===== src/rtl/ilf_pkg.sv =====
package ilf_pkg;
    localparam int LVL_W = 4;

    typedef enum logic [1:0] {
        ST_IDLE  = 2'd0,
        ST_PEND  = 2'd1,
        ST_TAKEN = 2'd2
    } ilf_state_e;
endpackage


===== src/rtl/ilf_sampler.sv =====
module ilf_sampler #(
    parameter int W = 4
) (
    input  logic         clk,
    input  logic         rst_n,
    input  logic         standby,
    input  logic         pclk_en,
    input  logic         rtc_tick,
    input  logic [W-1:0] pins,
    output logic [W-1:0] code_q,
    output logic [W-1:0] code_nxt
);
    localparam logic [W-1:0] IDLE_CODE = {W{1'b1}};

    logic         samp_en;
    logic [W-1:0] smp_q;

    // Only the source chosen by standby can open a sample slot
    assign samp_en  = standby ? rtc_tick : pclk_en;
    assign code_nxt = (samp_en && (pins == smp_q)) ? pins : code_q;

    always_ff @(posedge clk or negedge rst_n) begin
        if (!rst_n) begin
            smp_q  <= IDLE_CODE;
            code_q <= IDLE_CODE;
        end else begin
            if (samp_en) smp_q <= pins;
            code_q <= code_nxt;
        end
    end
endmodule


===== src/rtl/ilf_decode.sv =====
module ilf_decode #(
    parameter int W = 4
) (
    input  logic [W-1:0] code_q,
    input  logic [W-1:0] code_nxt,
    input  logic [W-1:0] mask,
    output logic [W-1:0] level,
    output logic         above_mask,
    output logic         dropping
);
    localparam logic [W-1:0] TOP = {W{1'b1}};

    logic [W-1:0] level_nxt;

    assign level      = TOP - code_q;
    assign level_nxt  = TOP - code_nxt;
    assign above_mask = level > mask;
    assign dropping   = level_nxt < level;
endmodule


===== src/rtl/ilf_req_fsm.sv =====
module ilf_req_fsm
    import ilf_pkg::*;
#(
    parameter int W = 4
) (
    input  logic         clk,
    input  logic         rst_n,
    input  logic [W-1:0] level,
    input  logic         above_mask,
    input  logic         dropping,
    input  logic         accept,
    output logic         pending,
    output logic [W-1:0] acc_level,
    output logic         lower_err
);
    ilf_state_e state_q, state_d;

    always_ff @(posedge clk or negedge rst_n) begin
        if (!rst_n) state_q <= ST_IDLE;
        else        state_q <= state_d;
    end

    always_comb begin
        state_d = state_q;
        unique case (state_q)
            ST_IDLE:  if (above_mask) state_d = ST_PEND;
            ST_PEND: begin
                if (accept)           state_d = ST_TAKEN;
                else if (!above_mask) state_d = ST_IDLE;
            end
            ST_TAKEN: begin
                if (!above_mask)             state_d = ST_IDLE;
                else if (level > acc_level)  state_d = ST_PEND;
            end
            default:  state_d = ST_IDLE;
        endcase
    end

    always_ff @(posedge clk or negedge rst_n) begin
        if (!rst_n) begin
            acc_level <= '0;
            lower_err <= 1'b0;
        end else begin
            if (state_q == ST_PEND && accept) acc_level <= level;
            lower_err <= (state_q == ST_PEND) && dropping;
        end
    end

    assign pending = (state_q == ST_PEND);
endmodule


===== src/rtl/irq_level_filter.sv =====
module irq_level_filter
    import ilf_pkg::*;
(
    input  logic             clk,
    input  logic             rst_n,
    input  logic [LVL_W-1:0] lvl_pins,
    input  logic             pclk_en,
    input  logic             rtc_tick,
    input  logic             standby,
    input  logic [LVL_W-1:0] sr_mask,
    input  logic             accept,
    output logic [LVL_W-1:0] irq_level,
    output logic             irq_pending,
    output logic [LVL_W-1:0] acc_level,
    output logic             lower_err
);
    logic [LVL_W-1:0] code_q, code_nxt;
    logic             above_mask, dropping;

    ilf_sampler #(.W(LVL_W)) u_smp (
        .clk      (clk),
        .rst_n    (rst_n),
        .standby  (standby),
        .pclk_en  (pclk_en),
        .rtc_tick (rtc_tick),
        .pins     (lvl_pins),
        .code_q   (code_q),
        .code_nxt (code_nxt)
    );

    ilf_decode #(.W(LVL_W)) u_dec (
        .code_q     (code_q),
        .code_nxt   (code_nxt),
        .mask       (sr_mask),
        .level      (irq_level),
        .above_mask (above_mask),
        .dropping   (dropping)
    );

    ilf_req_fsm #(.W(LVL_W)) u_fsm (
        .clk        (clk),
        .rst_n      (rst_n),
        .level      (irq_level),
        .above_mask (above_mask),
        .dropping   (dropping),
        .accept     (accept),
        .pending    (irq_pending),
        .acc_level  (acc_level),
        .lower_err  (lower_err)
    );
endmodule


===== config.mk =====
export PLATFORM = sky130hd
export DESIGN_NAME = irq_level_filter
export DESIGN_NICKNAME = d
export VERILOG_FILES = /design/src/rtl/ilf_pkg.sv /design/src/rtl/ilf_sampler.sv /design/src/rtl/ilf_decode.sv /design/src/rtl/ilf_req_fsm.sv /design/src/rtl/irq_level_filter.sv
export SDC_FILE = /design/constraint.sdc
export NUM_CORES = 1
export LEC_CHECK = 0
export BUFFER_PORTS_ARGS = -buffer_cell sky130_fd_sc_hd__buf_2
export CAP_MARGIN = 30
export CORE_UTILIZATION = 58
export CTS_BUF_LIST = sky130_fd_sc_hd__clkbuf_4
export DETAILED_ROUTE_END_ITERATION = 8
export PLACE_DENSITY_LB_ADDON = 0.2
export SETUP_SLACK_MARGIN = 0.4
export SKIP_CTS_REPAIR_TIMING = 1
export SLEW_MARGIN = 10
export SYNTH_ARGS = -nofsm -noshare
export SYNTH_HDL_FRONTEND = slang
export SYNTH_SLANG_ARGS = --single-unit

===== constraint.sdc =====
create_clock -name clk -period 5.1 [get_ports clk]
set_input_delay 0.765 -clock clk [delete_from_list [all_inputs] [get_ports clk]]
set_output_delay 0.765 -clock clk [all_outputs]
set_load 0.02 [all_outputs]

# After elaboration in Yosys (flattened, before gate mapping)
# Index checks and enable logic that the tools add are counted.
# word_totals
ff_bits	15
# op_classes
n_reduce_logical	5
n_mux	8
order_cmp	3
addsub	2
n_eq_ne	6
# ops
op	n
two-way mux 2 bit	5
> comparator 4 bit	2
subtractor 4 bit, first input constant	2
inequality test 3 bit, second input constant	2
case mux 2 bit (3 select lines)	1
equality test 4 bit	1
< comparator 4 bit	1
two-way mux 4 bit	1
logical AND 1 bit	3
AND reduction 3 bit	1
equality test 2 x 1 -> 1 bit, second input constant	1
equality test 2 bit, second input constant	1
logical NOT 2 bit	1
inequality test 2 x 1 -> 1 bit, second input constant	1
two-way mux 1 bit	1

# Logic depth before layout (Yosys ltp)
# logic_depth
depth_word	6
mapped_depth	9

# Hierarchy
# Synthesis repeated with hierarchy kept, for this count alone.
# unflattened
cells_unflattened	86
hier_area_um2	996.0
# modules_own_cells
module	seq_area_each_um2	n_inst	cells_each	area_each_um2
ilf_req_fsm	175.2	1	33	411.6
ilf_sampler	210.2	1	26	399.1
ilf_decode	0.0	1	27	185.2

# Worst setup path before layout
# No wires, ideal clock.
# synth_timing
kind	input to register
start	input lvl_pins[1]
end	register u_fsm.lower_err
path_buffers	0
cell_stages	9
arrival_time_ns	2.508
slack_ns	2.527
t_required_ns	5.035
cell_sequence	xnor2_1 -> nand4_2 -> nor2_8 -> mux2i_1 -> ha_1 -> a21o_1 -> a2111oi_2 -> and2_0 -> a41o_2
# synth_via
elab_chain_cells	6
# synth_lines
element	line_no	source
from (decl)	irq_level_filter.sv:6	input logic [LVL_W-1:0] lvl_pins,
equality test 4 bit	ilf_sampler.sv:20	assign code_nxt = (samp_en && (pins == smp_q)) ? pins : code_q;
logical AND 1 bit	ilf_sampler.sv:20	
two-way mux 4 bit (*)	ilf_sampler.sv:20	
subtractor 4 bit (*)	ilf_decode.sv:16	assign level_nxt = TOP - code_nxt;
< comparator 4 bit (*)	ilf_decode.sv:18	assign dropping = level_nxt < level;
logical AND 1 bit (*)	ilf_req_fsm.sv:45	lower_err <= (state_q == ST_PEND) && dropping;
to (signal assigned)	ilf_req_fsm.sv:45	
to (decl)	ilf_req_fsm.sv:14	output logic lower_err
# Every way passes the cells marked *; elsewhere a longest branch is shown, timed or not.
# A chain may end at the register's enable or synchronous reset.

# Worst setup path after layout
# layout_timing
start	input lvl_pins[0]
end	register u_fsm.lower_err
# Same word-level chain as after synthesis.

==> results.toml <==
[outcome]
outcome = "completed"

[clocking]
clockBufferDepth = 2
htreeDepth = 1
root_buffer = "clkbuf_4"
clkSlewWorstSetupHoldPaths_ns = 0.09
numClockSinks = 15
cts_tree = "yes"
numCtsBuffers = 3
insertion_delay_ns = 0.27

[sta]
finalHoldViolations = 0
clock_skew_ns = 0.00284
rsz0062_at_grt = "false"
timing.final.crit_share_pct = 50.2
maxSlewViolCount = 0
period_needed_ns = 2.56
setup_ws_ns = 2.54
setup_viol = 0
fmax_mhz = 391
timing.slew.headroom_pct = 75.4
worstMarginPinSlew_ns = 0.360
setup_tns_ns = 0

[setup_path]
cp_max_fo = 8
r2r_end = "u_fsm.lower_err$_DFF_PN0_"
reg2regPathDepth = 9
cpLargestDelayFamily = "compound AO/OA/AOI/OAI gates"
start_kind = "primary input"
crit-reg2reg-launch = "u_smp.smp_q[0]$_DFFE_PN1P_"
ff2ff_setup_slack_ns = 2.66
cp.buffers_inverters = 1
worstSetupPathType = "in -> reg"
end_kind = "flip-flop"
slowest_delay_ns = 0.38
cp.arrival_ns = 2.78
cp_slowest_cell = "a2111oi_2"
path_cells = "buf_2 > xnor2_1 > nand4_2 > nor2_8 > mux2i_1 > ha_1 > a21o_1 > a2111oi_2 > and2_0 > a41o_2"
crit_required_ns = 5.32

[route]
drtAntennaViolNets = 0
vias = 714
remaining_drc_errors = 0
totalWireLength_um = 1810
drt_pass1_iterations = 4
vias_per_cell = 5.62
wl_per_cell_um = 14.3
drt_iter0_drc = 10

[floorplanning]
die_area_um2 = 1830
io_pins = 24
core_area_um2 = 1520
die_w_um = 42.8
die_h_um = 42.8
row_count = 14
start_util_pct = 63.5

[synth]
ys_seq_elements = 15
syn_inst = 84
synthFlopType = "dfstp_2"
netlist_area_um2 = 967
syn_nets = 109
synth_warnings = 0
synth_edf_count = 0
yosysSeqAreaShare_pct = 39.8
ys_async_sr_fraction_pct = 100
yosysTopAreaCell = "dfstp_2"
yosysUniqueCellTypes = 26
avgSynthCellArea_um2 = 11.5
synth.area.top_cells = "dfstp_2, dfrtp_1, ha_1"
yosysTopAreaCellShare_pct = 21.7

[layout]
layout.nets = 137
final_cells = 127
final_layout_size_suffix_gt1_share_pct = 43.2
layout_commonest_cell = "buf_2"
layout_common_cells = "buf_2, inv_1, ha_1"
antenna_cells = 0
synthToLayoutAreaGrowth_pct = 17.1

[pwr]
leakagePower_uw = 0.000570
pwr-share-clk_pct = 10.9
peakVddDrop_uv = 380
seqPwrFrac_pct = 34.7
swShare_pct = 43.1
p_switching_uw = 284
pwr-share-comb_pct = 54.3
powerDensity_nw_per_um2 = 582
internal-power_uw = 375

[placement]
place_ws_ns = 2.24
port_buffers = 23
dp_cells = 123
dp_hpwl_um = 1450
gp_congestion = 0.757

[global_route]
grt_pass1_wl_um = 2950
grt_usage_pct = 21.5
grt_util_met1_pct = 27.9
grt-ovfl-total = 0
antenna_found_initial = 0
use_met2_pct = 33.6
busiest_layer = "met2"
gr-usage-met3_pct = 4.26
grt_start_max_net_pins = 16
grt_pass1_vias = 701

[hold_path]
worstHoldPathType = "in -> async"

[run]
cap_violations = 0
worst register-to-register path, cell delays in order (launching register included):
cell       delay, ns
dfstp_2         0.55
xnor2_1         0.14
nand4_2         0.19
nor2_8          0.21
mux2i_1         0.21
ha_1            0.26
a21o_1          0.17
a2111oi_2       0.38
and2_0          0.19
a41o_2          0.09
power groups by stage:
stage                     logic, uW  registers, uW  clock network [uW]
after floorplan                 241            239                   0
after global placement          337            228                   0
after detailed placement        358            230                   0
after CTS                       361            229                76.8
after global routing            398            234                78.7
final                           358            229                72.0
synthesized netlist by cell type, drive strengths merged, types with 2 or more instances:
| cell | n |
|---|---|
| dfrtp | 7 |
| mux2 | 8 |
| mux2i | 4 |
| nor2 | 2 |
| xnor2 | 4 |
| a2111oi | 2 |
| nand4 | 2 |
| o31ai | 3 |
| dfstp | 8 |
| inv | 12 |
| nand2 | 7 |
| o21ai | 6 |
| ha | 11 |
sequential cells by signal, summed over array words and instances, names as in the netlist:
register / flops
u_fsm.acc_level: 4
u_fsm.state_q: 2
u_smp.smp_q: 4
u_fsm.lower_err: 1
u_smp.code_q: 4
cells by family after synthesis:
kind of cell	share of synthesized area (%)
adder cells (fa/ha/maj)	14.2
XOR/XNOR	3.62
AND/OR/NAND/NOR	9.83
flip-flops	39.8
multiplexers	16.3
AO/OA/AOI/OAI	11.5
buffers and inverters	4.66
worst max path at each step:
| stage | startpoint | endpoint | slack [ns] | cells past startpoint |
|---|---|---|---|---|
| global route | lvl_pins[2] | u_fsm.lower_err$_DFF_PN0_ | 2.40 | 10 |
| detailed placement | lvl_pins[1] | u_fsm.lower_err$_DFF_PN0_ | 2.24 | 10 |
| CTS | lvl_pins[0] | u_fsm.lower_err$_DFF_PN0_ | 2.53 | 10 |
| global placement | lvl_pins[0] | u_fsm.lower_err$_DFF_PN0_ | 2.31 | 10 |
| finish | lvl_pins[0] | u_fsm.lower_err$_DFF_PN0_ | 2.54 | 10 |
| floorplan | lvl_pins[1] | u_fsm.lower_err$_DFF_PN0_ | 2.53 | 9 |
layout make-up:
type | count | area [um^2]
multi-input combinational | 57 | 537
fill | 120 | 392
sequential | 15 | 385
timing repair buffer | 23 | 115
inverter | 12 | 45.0
clock buffer | 4 | 30.0
tap | 16 | 20.0
routing by layer:
metal / part of all wire (%) / wire, um
met1: 45 / 823
met2: 48 / 866
met3: 4.9 / 88
met4: 2.0 / 36
met5: 0 / 0
stage by stage:
stage	utilization (%)	power, uW	cell area (um^2)	hold slack, ns
after global routing	74.3	710	1130	0.396
after detailed placement	72.3	588	1100	0.501
final	74.3	659	1130	0.375
after floorplan	-	479	967	0.460
after global placement	72.3	565	1100	0.485
after CTS	74.3	667	1130	0.373
No activity file was read; power rests on OpenSTA's default activity.
